File: config.mk
export PLATFORM = sky130hd
export DESIGN_NAME = mclk_ratio_detect
export DESIGN_NICKNAME = d
export VERILOG_FILES = /design/src/rtl/ratio_det_pkg.sv /design/src/rtl/lr_frame_sync.sv /design/src/rtl/frame_period_ctr.sv /design/src/rtl/ratio_classify.sv /design/src/rtl/ratio_lock_ctl.sv /design/src/rtl/mclk_ratio_detect.sv
export SDC_FILE = /design/constraint.sdc
export NUM_CORES = 1
export LEC_CHECK = 0
export BUFFER_PORTS_ARGS = -buffer_cell sky130_fd_sc_hd__buf_2
export CAP_MARGIN = 30
export CORE_MARGIN = 2
export CORE_UTILIZATION = 40
export CTS_CLUSTER_DIAMETER = 60
export DETAILED_ROUTE_END_ITERATION = 16
export GPL_TIMING_DRIVEN = 1
export HOLD_SLACK_MARGIN = 0.06
export PLACE_DENSITY = 0.58
export SLEW_MARGIN = 40
export SYNTH_ARGS = -nofsm -noshare
export SYNTH_HDL_FRONTEND = slang
export SYNTH_SLANG_ARGS = --single-unit
File: constraint.sdc
create_clock -name clk_i -period 2.9 [get_ports clk_i]
set_input_delay 0.29 -clock clk_i [delete_from_list [all_inputs] [get_ports clk_i]]
set_output_delay 0.29 -clock clk_i [all_outputs]
set_load 0.01 [all_outputs]
File: src/rtl/ratio_det_pkg.sv
package ratio_det_pkg;
  localparam int NUM_RATIOS = 7;
  localparam int CODE_W     = 3;
  typedef logic [CODE_W-1:0] code_t;

  function automatic int nominal_ratio(input int idx);
    case (idx)
      0:       return 128;
      1:       return 192;
      2:       return 256;
      3:       return 384;
      4:       return 512;
      5:       return 768;
      default: return 1152;
    endcase
  endfunction
endpackage

File: src/rtl/lr_frame_sync.sv
module lr_frame_sync (
  input  logic clk_i,
  input  logic rst_ni,
  input  logic lrclk_i,
  output logic rise_o
);
  logic [2:0] sync_q;

  always_ff @(posedge clk_i or negedge rst_ni) begin
    if (!rst_ni) sync_q <= '0;
    else         sync_q <= {sync_q[1:0], lrclk_i};
  end

  // sync_q[1] is the second synchronizer stage
  assign rise_o = sync_q[1] & ~sync_q[2];

  AST_RISE_SINGLE: assert property (@(posedge clk_i) disable iff (!rst_ni)
    rise_o |=> !rise_o);
endmodule

File: src/rtl/frame_period_ctr.sv
module frame_period_ctr #(
  parameter int ABSENT_CYCLES = 2048,
  parameter int CNT_W         = $clog2(ABSENT_CYCLES + 1)
) (
  input  logic             clk_i,
  input  logic             rst_ni,
  input  logic             rise_i,
  output logic             meas_valid_o,
  output logic [CNT_W-1:0] period_o,
  output logic             timeout_o,
  output logic             absent_o
);
  localparam logic [CNT_W-1:0] LIMIT = CNT_W'(ABSENT_CYCLES - 1);

  logic [CNT_W-1:0] cnt_q;
  logic             armed_q, absent_q, mv_q, tmo_q;
  logic [CNT_W-1:0] per_q;

  always_ff @(posedge clk_i or negedge rst_ni) begin
    if (!rst_ni) begin
      cnt_q    <= '0;
      armed_q  <= 1'b0;
      absent_q <= 1'b0;
      mv_q     <= 1'b0;
      tmo_q    <= 1'b0;
      per_q    <= '0;
    end else begin
      mv_q  <= 1'b0;
      tmo_q <= 1'b0;
      if (rise_i) begin
        // edge beats timer expiry in the same cycle
        if (armed_q) begin
          mv_q  <= 1'b1;
          per_q <= cnt_q + 1'b1;
        end
        armed_q  <= 1'b1;
        absent_q <= 1'b0;
        cnt_q    <= '0;
      end else if (cnt_q == LIMIT) begin
        if (!absent_q) begin
          absent_q <= 1'b1;
          tmo_q    <= 1'b1;
          armed_q  <= 1'b0;
        end
      end else begin
        cnt_q <= cnt_q + 1'b1;
      end
    end
  end

  assign meas_valid_o = mv_q;
  assign period_o     = per_q;
  assign timeout_o    = tmo_q;
  assign absent_o     = absent_q;

  AST_ABSENT_NO_MEAS: assert property (@(posedge clk_i) disable iff (!rst_ni)
    absent_q |-> !mv_q);
  AST_TMO_ONCE: assert property (@(posedge clk_i) disable iff (!rst_ni)
    tmo_q |=> !tmo_q);
endmodule

File: src/rtl/ratio_classify.sv
module ratio_classify
  import ratio_det_pkg::*;
#(
  parameter int CNT_W     = 12,
  parameter int TOLERANCE = 32
) (
  input  logic [CNT_W-1:0] period_i,
  output logic             hit_o,
  output code_t            code_o
);
  logic [NUM_RATIOS-1:0] hits;

  for (genvar g = 0; g < NUM_RATIOS; g++) begin : g_win
    localparam int NOM = nominal_ratio(g);
    assign hits[g] = (int'(period_i) >= NOM - TOLERANCE) &&
                     (int'(period_i) <= NOM + TOLERANCE);
  end

  // lowest code wins on overlapping windows
  always_comb begin
    hit_o  = |hits;
    code_o = '0;
    for (int i = NUM_RATIOS - 1; i >= 0; i--) begin
      if (hits[i]) code_o = code_t'(i);
    end
  end
endmodule

File: src/rtl/ratio_lock_ctl.sv
module ratio_lock_ctl
  import ratio_det_pkg::*;
#(
  parameter int LOCK_FRAMES   = 4,
  parameter int STABLE_FRAMES = 1026,
  parameter int MC_W          = $clog2(LOCK_FRAMES + 1),
  parameter int SC_W          = $clog2(STABLE_FRAMES + 1)
) (
  input  logic  clk_i,
  input  logic  rst_ni,
  input  logic  meas_valid_i,
  input  logic  hit_i,
  input  code_t code_i,
  input  logic  timeout_i,
  output logic  locked_o,
  output code_t code_o,
  output logic  unsupported_o,
  output logic  unstable_o
);
  localparam logic [MC_W-1:0] LOCK_V = MC_W'(LOCK_FRAMES);
  localparam logic [SC_W-1:0] WIN_V  = SC_W'(STABLE_FRAMES);

  logic            locked_q, locked_n, unsup_q, unsup_n, unst_q, unst_n;
  logic            have_q, have_n;
  code_t           rep_q, rep_n, last_q, last_n;
  logic [MC_W-1:0] mcnt_q, mcnt_n;
  logic [SC_W-1:0] since_q, since_n, since_inc;

  always_comb begin
    locked_n  = locked_q;
    unsup_n   = unsup_q;
    unst_n    = unst_q;
    have_n    = have_q;
    rep_n     = rep_q;
    last_n    = last_q;
    mcnt_n    = mcnt_q;
    since_n   = since_q;
    since_inc = (since_q == WIN_V) ? WIN_V : since_q + 1'b1;
    if (timeout_i) begin
      locked_n = 1'b0;
      unsup_n  = 1'b0;
      mcnt_n   = '0;
      have_n   = 1'b0;
    end else if (meas_valid_i) begin
      since_n = since_inc;
      if (since_inc == WIN_V) unst_n = 1'b0;
      if (!hit_i) begin
        unsup_n  = 1'b1;
        locked_n = 1'b0;
        mcnt_n   = '0;
      end else begin
        unsup_n = 1'b0;
        have_n  = 1'b1;
        last_n  = code_i;
        if (have_q && code_i != last_q) begin
          since_n = '0;
          mcnt_n  = MC_W'(1);
          if (since_q < WIN_V) unst_n = 1'b1;
        end else begin
          mcnt_n = (mcnt_q == LOCK_V) ? LOCK_V : mcnt_q + 1'b1;
        end
        locked_n = (mcnt_n == LOCK_V) && !unst_n;
        if (locked_n) rep_n = code_i;
      end
    end
  end

  always_ff @(posedge clk_i or negedge rst_ni) begin
    if (!rst_ni) begin
      locked_q <= 1'b0;
      unsup_q  <= 1'b0;
      unst_q   <= 1'b0;
      have_q   <= 1'b0;
      rep_q    <= '0;
      last_q   <= '0;
      mcnt_q   <= '0;
      since_q  <= WIN_V;
    end else begin
      locked_q <= locked_n;
      unsup_q  <= unsup_n;
      unst_q   <= unst_n;
      have_q   <= have_n;
      rep_q    <= rep_n;
      last_q   <= last_n;
      mcnt_q   <= mcnt_n;
      since_q  <= since_n;
    end
  end

  assign locked_o      = locked_q;
  assign code_o        = rep_q;
  assign unsupported_o = unsup_q;
  assign unstable_o    = unst_q;

  AST_LOCK_NEEDS_RUN: assert property (@(posedge clk_i) disable iff (!rst_ni)
    $rose(locked_q) |-> mcnt_q == LOCK_V);
  AST_CODE_HELD: assert property (@(posedge clk_i) disable iff (!rst_ni)
    locked_q && $past(locked_q) |-> $stable(rep_q));
  AST_UNSTABLE_BLOCKS: assert property (@(posedge clk_i) disable iff (!rst_ni)
    unst_q |-> !locked_q);
endmodule

File: src/rtl/mclk_ratio_detect.sv
module mclk_ratio_detect
  import ratio_det_pkg::*;
#(
  parameter int ABSENT_CYCLES = 2048,
  parameter int LOCK_FRAMES   = 4,
  parameter int STABLE_FRAMES = 1026,
  parameter int TOLERANCE     = 32
) (
  input  logic              clk_i,
  input  logic              rst_ni,
  input  logic              lrclk_i,
  output logic [CODE_W-1:0] ratio_code_o,
  output logic              locked_o,
  output logic              low_bw_o,
  output logic              unsupported_o,
  output logic              absent_o,
  output logic              unstable_o
);
  localparam int CNT_W = $clog2(ABSENT_CYCLES + 1);

  logic             rise, meas_valid, timeout, hit;
  logic [CNT_W-1:0] period;
  code_t            hit_code, rep_code;

  lr_frame_sync u_sync (
    .clk_i   (clk_i),
    .rst_ni  (rst_ni),
    .lrclk_i (lrclk_i),
    .rise_o  (rise)
  );

  frame_period_ctr #(
    .ABSENT_CYCLES (ABSENT_CYCLES),
    .CNT_W         (CNT_W)
  ) u_ctr (
    .clk_i        (clk_i),
    .rst_ni       (rst_ni),
    .rise_i       (rise),
    .meas_valid_o (meas_valid),
    .period_o     (period),
    .timeout_o    (timeout),
    .absent_o     (absent_o)
  );

  ratio_classify #(
    .CNT_W     (CNT_W),
    .TOLERANCE (TOLERANCE)
  ) u_cls (
    .period_i (period),
    .hit_o    (hit),
    .code_o   (hit_code)
  );

  ratio_lock_ctl #(
    .LOCK_FRAMES   (LOCK_FRAMES),
    .STABLE_FRAMES (STABLE_FRAMES)
  ) u_lock (
    .clk_i         (clk_i),
    .rst_ni        (rst_ni),
    .meas_valid_i  (meas_valid),
    .hit_i         (hit),
    .code_i        (hit_code),
    .timeout_i     (timeout),
    .locked_o      (locked_o),
    .code_o        (rep_code),
    .unsupported_o (unsupported_o),
    .unstable_o    (unstable_o)
  );

  assign ratio_code_o = rep_code;
  assign low_bw_o     = locked_o && (rep_code <= code_t'(1));

  AST_UNSUP_UNLOCKED: assert property (@(posedge clk_i) disable iff (!rst_ni)
    unsupported_o |-> !locked_o);
  AST_ABSENT_UNLOCKED: assert property (@(posedge clk_i) disable iff (!rst_ni)
    absent_o && $past(absent_o) |-> !locked_o);
endmodule

==> results by group <==
Run status
  – Status: complete, no violations

Routing
  – Iter 0 DRT Violations: 114
  – Vias post-DR: 2210
  – # DRC: 0
  – Drt first pass iters: 4
  – Per-cell routed wire length: 13.6 um
  – Total wire length: 5.77 mm
  – Avg Vias per Cell: 5.22
  – Final antenna-violating net count: 0

Timing
  – Min Tclk post-route: 2.74 ns
  – Final hold vios: 0
  – Setup TNS: 0 ns
  – Relative slew slack: 58.4%
  – RSZ-0062 raised after global routing: false
  – Clk_skew: 0.00857 ns
  – Final Slew Violations: 0
  – Fmax: 0.365 GHz
  – Actual slew at the worst max-slew pin: 0.622 ns
  – Fin crit share: 94.5%
  – Final setup viols: 0

Min path
  – Worst hold path startpoint: u_sync.sync_q[0]
  – Hold Crit Class: flop to flop
  – Hold path cells: 0
  – WHS Endpoint: u_sync.sync_q[1]

Logic synthesis
  – Synth Register Bits: 55
  – Netlist Area Pre-Place: 3070 um2
  – Count leader, synth: dfrtp_1
  – Syn avg cell area: 9.84 um2
  – Synth Instances: 312
  – Top cells by area, synth: dfrtp_1 43%, nand2_1 4.4%, o21ai_0 3.6%
  – Post-synthesis cell type count: 62
  – Synth cell count leaders: 53 x dfrtp_1, 36 x nand2_1, 26 x nor2_1, 22 x o21ai_0, 16 x a21oi_1
  – Ys async rst share: 100%
  – Synth top area share: 43.2%
  – EDFF count, synth: 0
  – Register area share after synthesis: between 40 and 50%
  – Yosys top cell by area: dfrtp_1
  – Main synth FF type: dfrtp_1
  – Syn Nets: 320
  – Synthesis Warnings: 0

Cells and area
  – Final instance area: 3370 um2
  – N_diodes: 0
  – Fillers: 707
  – Reg area: 1380 um2
  – Share of cells above drive strength 1: 19.4%
  – P&R area growth vs syn: 9.74%
  – Final Util: 45.9%
  – Area taken by multi-input logic gates: 1610 um2
  – Final #Nets: about 330

Worst setup path
  – Flop-to-flop setup slack: 0.16 ns
  – FF-to-FF path depth: 9
  – RR Endpoint: u_lock.code_o[1]
  – Critical Path Sink Type: flop
  – Startpoint types: flop
  – Crit-path cells: ha_2 -> nand2_1 -> nor2_2 -> nand3_1 -> mux2i_1 -> a41oi_1 -> o31a_1 -> nor3_4 -> mux2_4
  – Critical path class: flop to flop
  – Worst path required time: 3.11 ns
  – Buffers and inverters on the worst path: 0
  – Worst path depth: 9
  – CP Max Fanout: 8
  – CP max stage delay: 0.62 ns
  – CP top delay family: simple AND/OR/NAND/NOR gates
  – Worst R2R Start: u_lock.since_q[1]
  – Crit-path slowest cell: dfstp_2
  – Crit path DAT: ~3.0 ns

Floorplanning
  – Die Wd: 91.6 um
  – Rows: 31
  – Num ports: 11
  – Core Box Area: ~7300 um2
  – DIE HEIGHT: roughly 92 um
  – Starting Density: 41.9%
  – Die area: 8390 um2

Clock tree
  – Worst-path clk slew: 0.11 ns
  – Num CTS Buffers: 5
  – CTS tree: yes
  – Sink Count: 55
  – H-tree depth: 2
  – Clock latency on the worst-skew pair: 0.31 ns
  – CTS Root Cell: clkbuf_8
  – Clock Tree Buf Depth: 2

Placement
  – Hpwl dp: 4.17 mm
  – Placed cell area: 3210 um2
  – Port bufs: 10
  – RePlAce Congestion: between 0.8 and 0.9

Global routing
  – Initial antenna violation count: 0
  – Total grt overflow: 0
  – Vias in the first global route: around 2.2k
  – Overall routing resource usage: 14.7%
  – First-pass GRT wire length: 10.1 mm
  – Largest net degree at the start of global routing: 40

Power
  – Pleak: 1.45 nW
  – Tot Pwr: 1.77 mW
  – Pwr per Cell Area: 526 nW/um2
  – Peak VDD IR: 0.000326 V

Job
  – Max-Cap Viols: 0
-- placed cells by master, fill, tap and decap left out, drive strengths merged, types with 6 or more instances in the layout --
cell     count
o21ai       25
nand3       13
buf         14
or3          7
dfrtp       53
xor2        12
o2bb2ai      6
inv         13
xnor2       10
a21oi       16
and3         6
nand2       36
nor3        10
nor2        26
-- cell families (layout without fill, tap and decap cells) --
kind of cell,count (synthesis),after routing,share of synthesized area (%)
DFF,55,55,44.9
adders and majority gates,5,5,2.04
buffers and inverters,23,35,3.18
xor gates and xnor gates,22,22,6.77
muxes,7,7,2.69
AOI/OAI and AO/OA,72,72,17.0
and+or+nand+nor,128,128,23.4
-- flip-flops by register name, summed over array words and instances, names as in the netlist, 3 cells and up --
signal          count
u_lock.last_q       3
u_ctr.cnt_q        12
u_lock.mcnt_q       3
u_lock.code_o       3
u_sync.sync_q       3
u_lock.since_q     11
u_ctr.period_o     12
-- worst max-delay path by stage --
stage | startpoint | end | slack [ns]
6_report | u_lock.since_q[1] | u_lock.code_o[1] | 0.16
5_1_grt | u_lock.since_q[1] | u_lock.code_o[1] | 0.01
4_1_cts | u_lock.since_q[1] | u_lock.code_o[1] | 0.003
3_5_place_dp | u_lock.since_q[1] | u_lock.code_o[2] | 0.03
3_3_place_gp | u_lock.since_q[1] | u_lock.code_o[2] | 0.15
2_1_floorplan | u_lock.since_q[1] | u_lock.code_o[1] | 0.34
-- area by class of cell --
type	instances	share of cell area, %
multi-input combinational	234	47.7
sequential	55	40.9
tap	99	3.68
timing repair buffer	16	2.97
clock buffer	5	2.04
clock inverter	3	1.49
inverter	11	1.23
-- report_power, final --
| part | switching [mW] | internal (mW) | leakage [nW] |
|---|---|---|---|
| logic | 0.163 | 0.142 | 0.657 |
| registers | 0.0870 | 0.845 | 0.728 |
| clock network | 0.269 | 0.267 | 0.0607 |
| total | 0.519 | 1.25 | 1.45 |
-- per-stage QoR --
| step | hold slack [ns] | cells | worst slack (ns) |
|---|---|---|---|
| final | 0.359 | 423 | 0.160 |
| after global routing | 0.376 | 423 | 0.0147 |
| after CTS | 0.361 | 422 | 0.00342 |
| after detailed placement | 0.236 | 412 | 0.0283 |
| after global placement | 0.238 | 412 | 0.154 |
| after floorplan | -0.00559 | 312 | 0.335 |
-- routing by layer --
layer	part of all wire, %	vias to the layer above	global-route usage (%)	wire (um)
li1	-	1126	-	-
met1	48	1044	19.8	2740
met2	48	29	23.9	2780
met3	2.5	11	2.49	142
met4	1.8	0	5.18	105
met5	0	-	0	0
-- repair_timing --
item	CTS	global route
resized for setup	0	3
hold buffers	2	0
endpoints found under the setup margin	0	3
buffers inserted	0	1
endpoints found under the hold margin	16	0
Note: power is estimated with default switching activity, not from simulation.
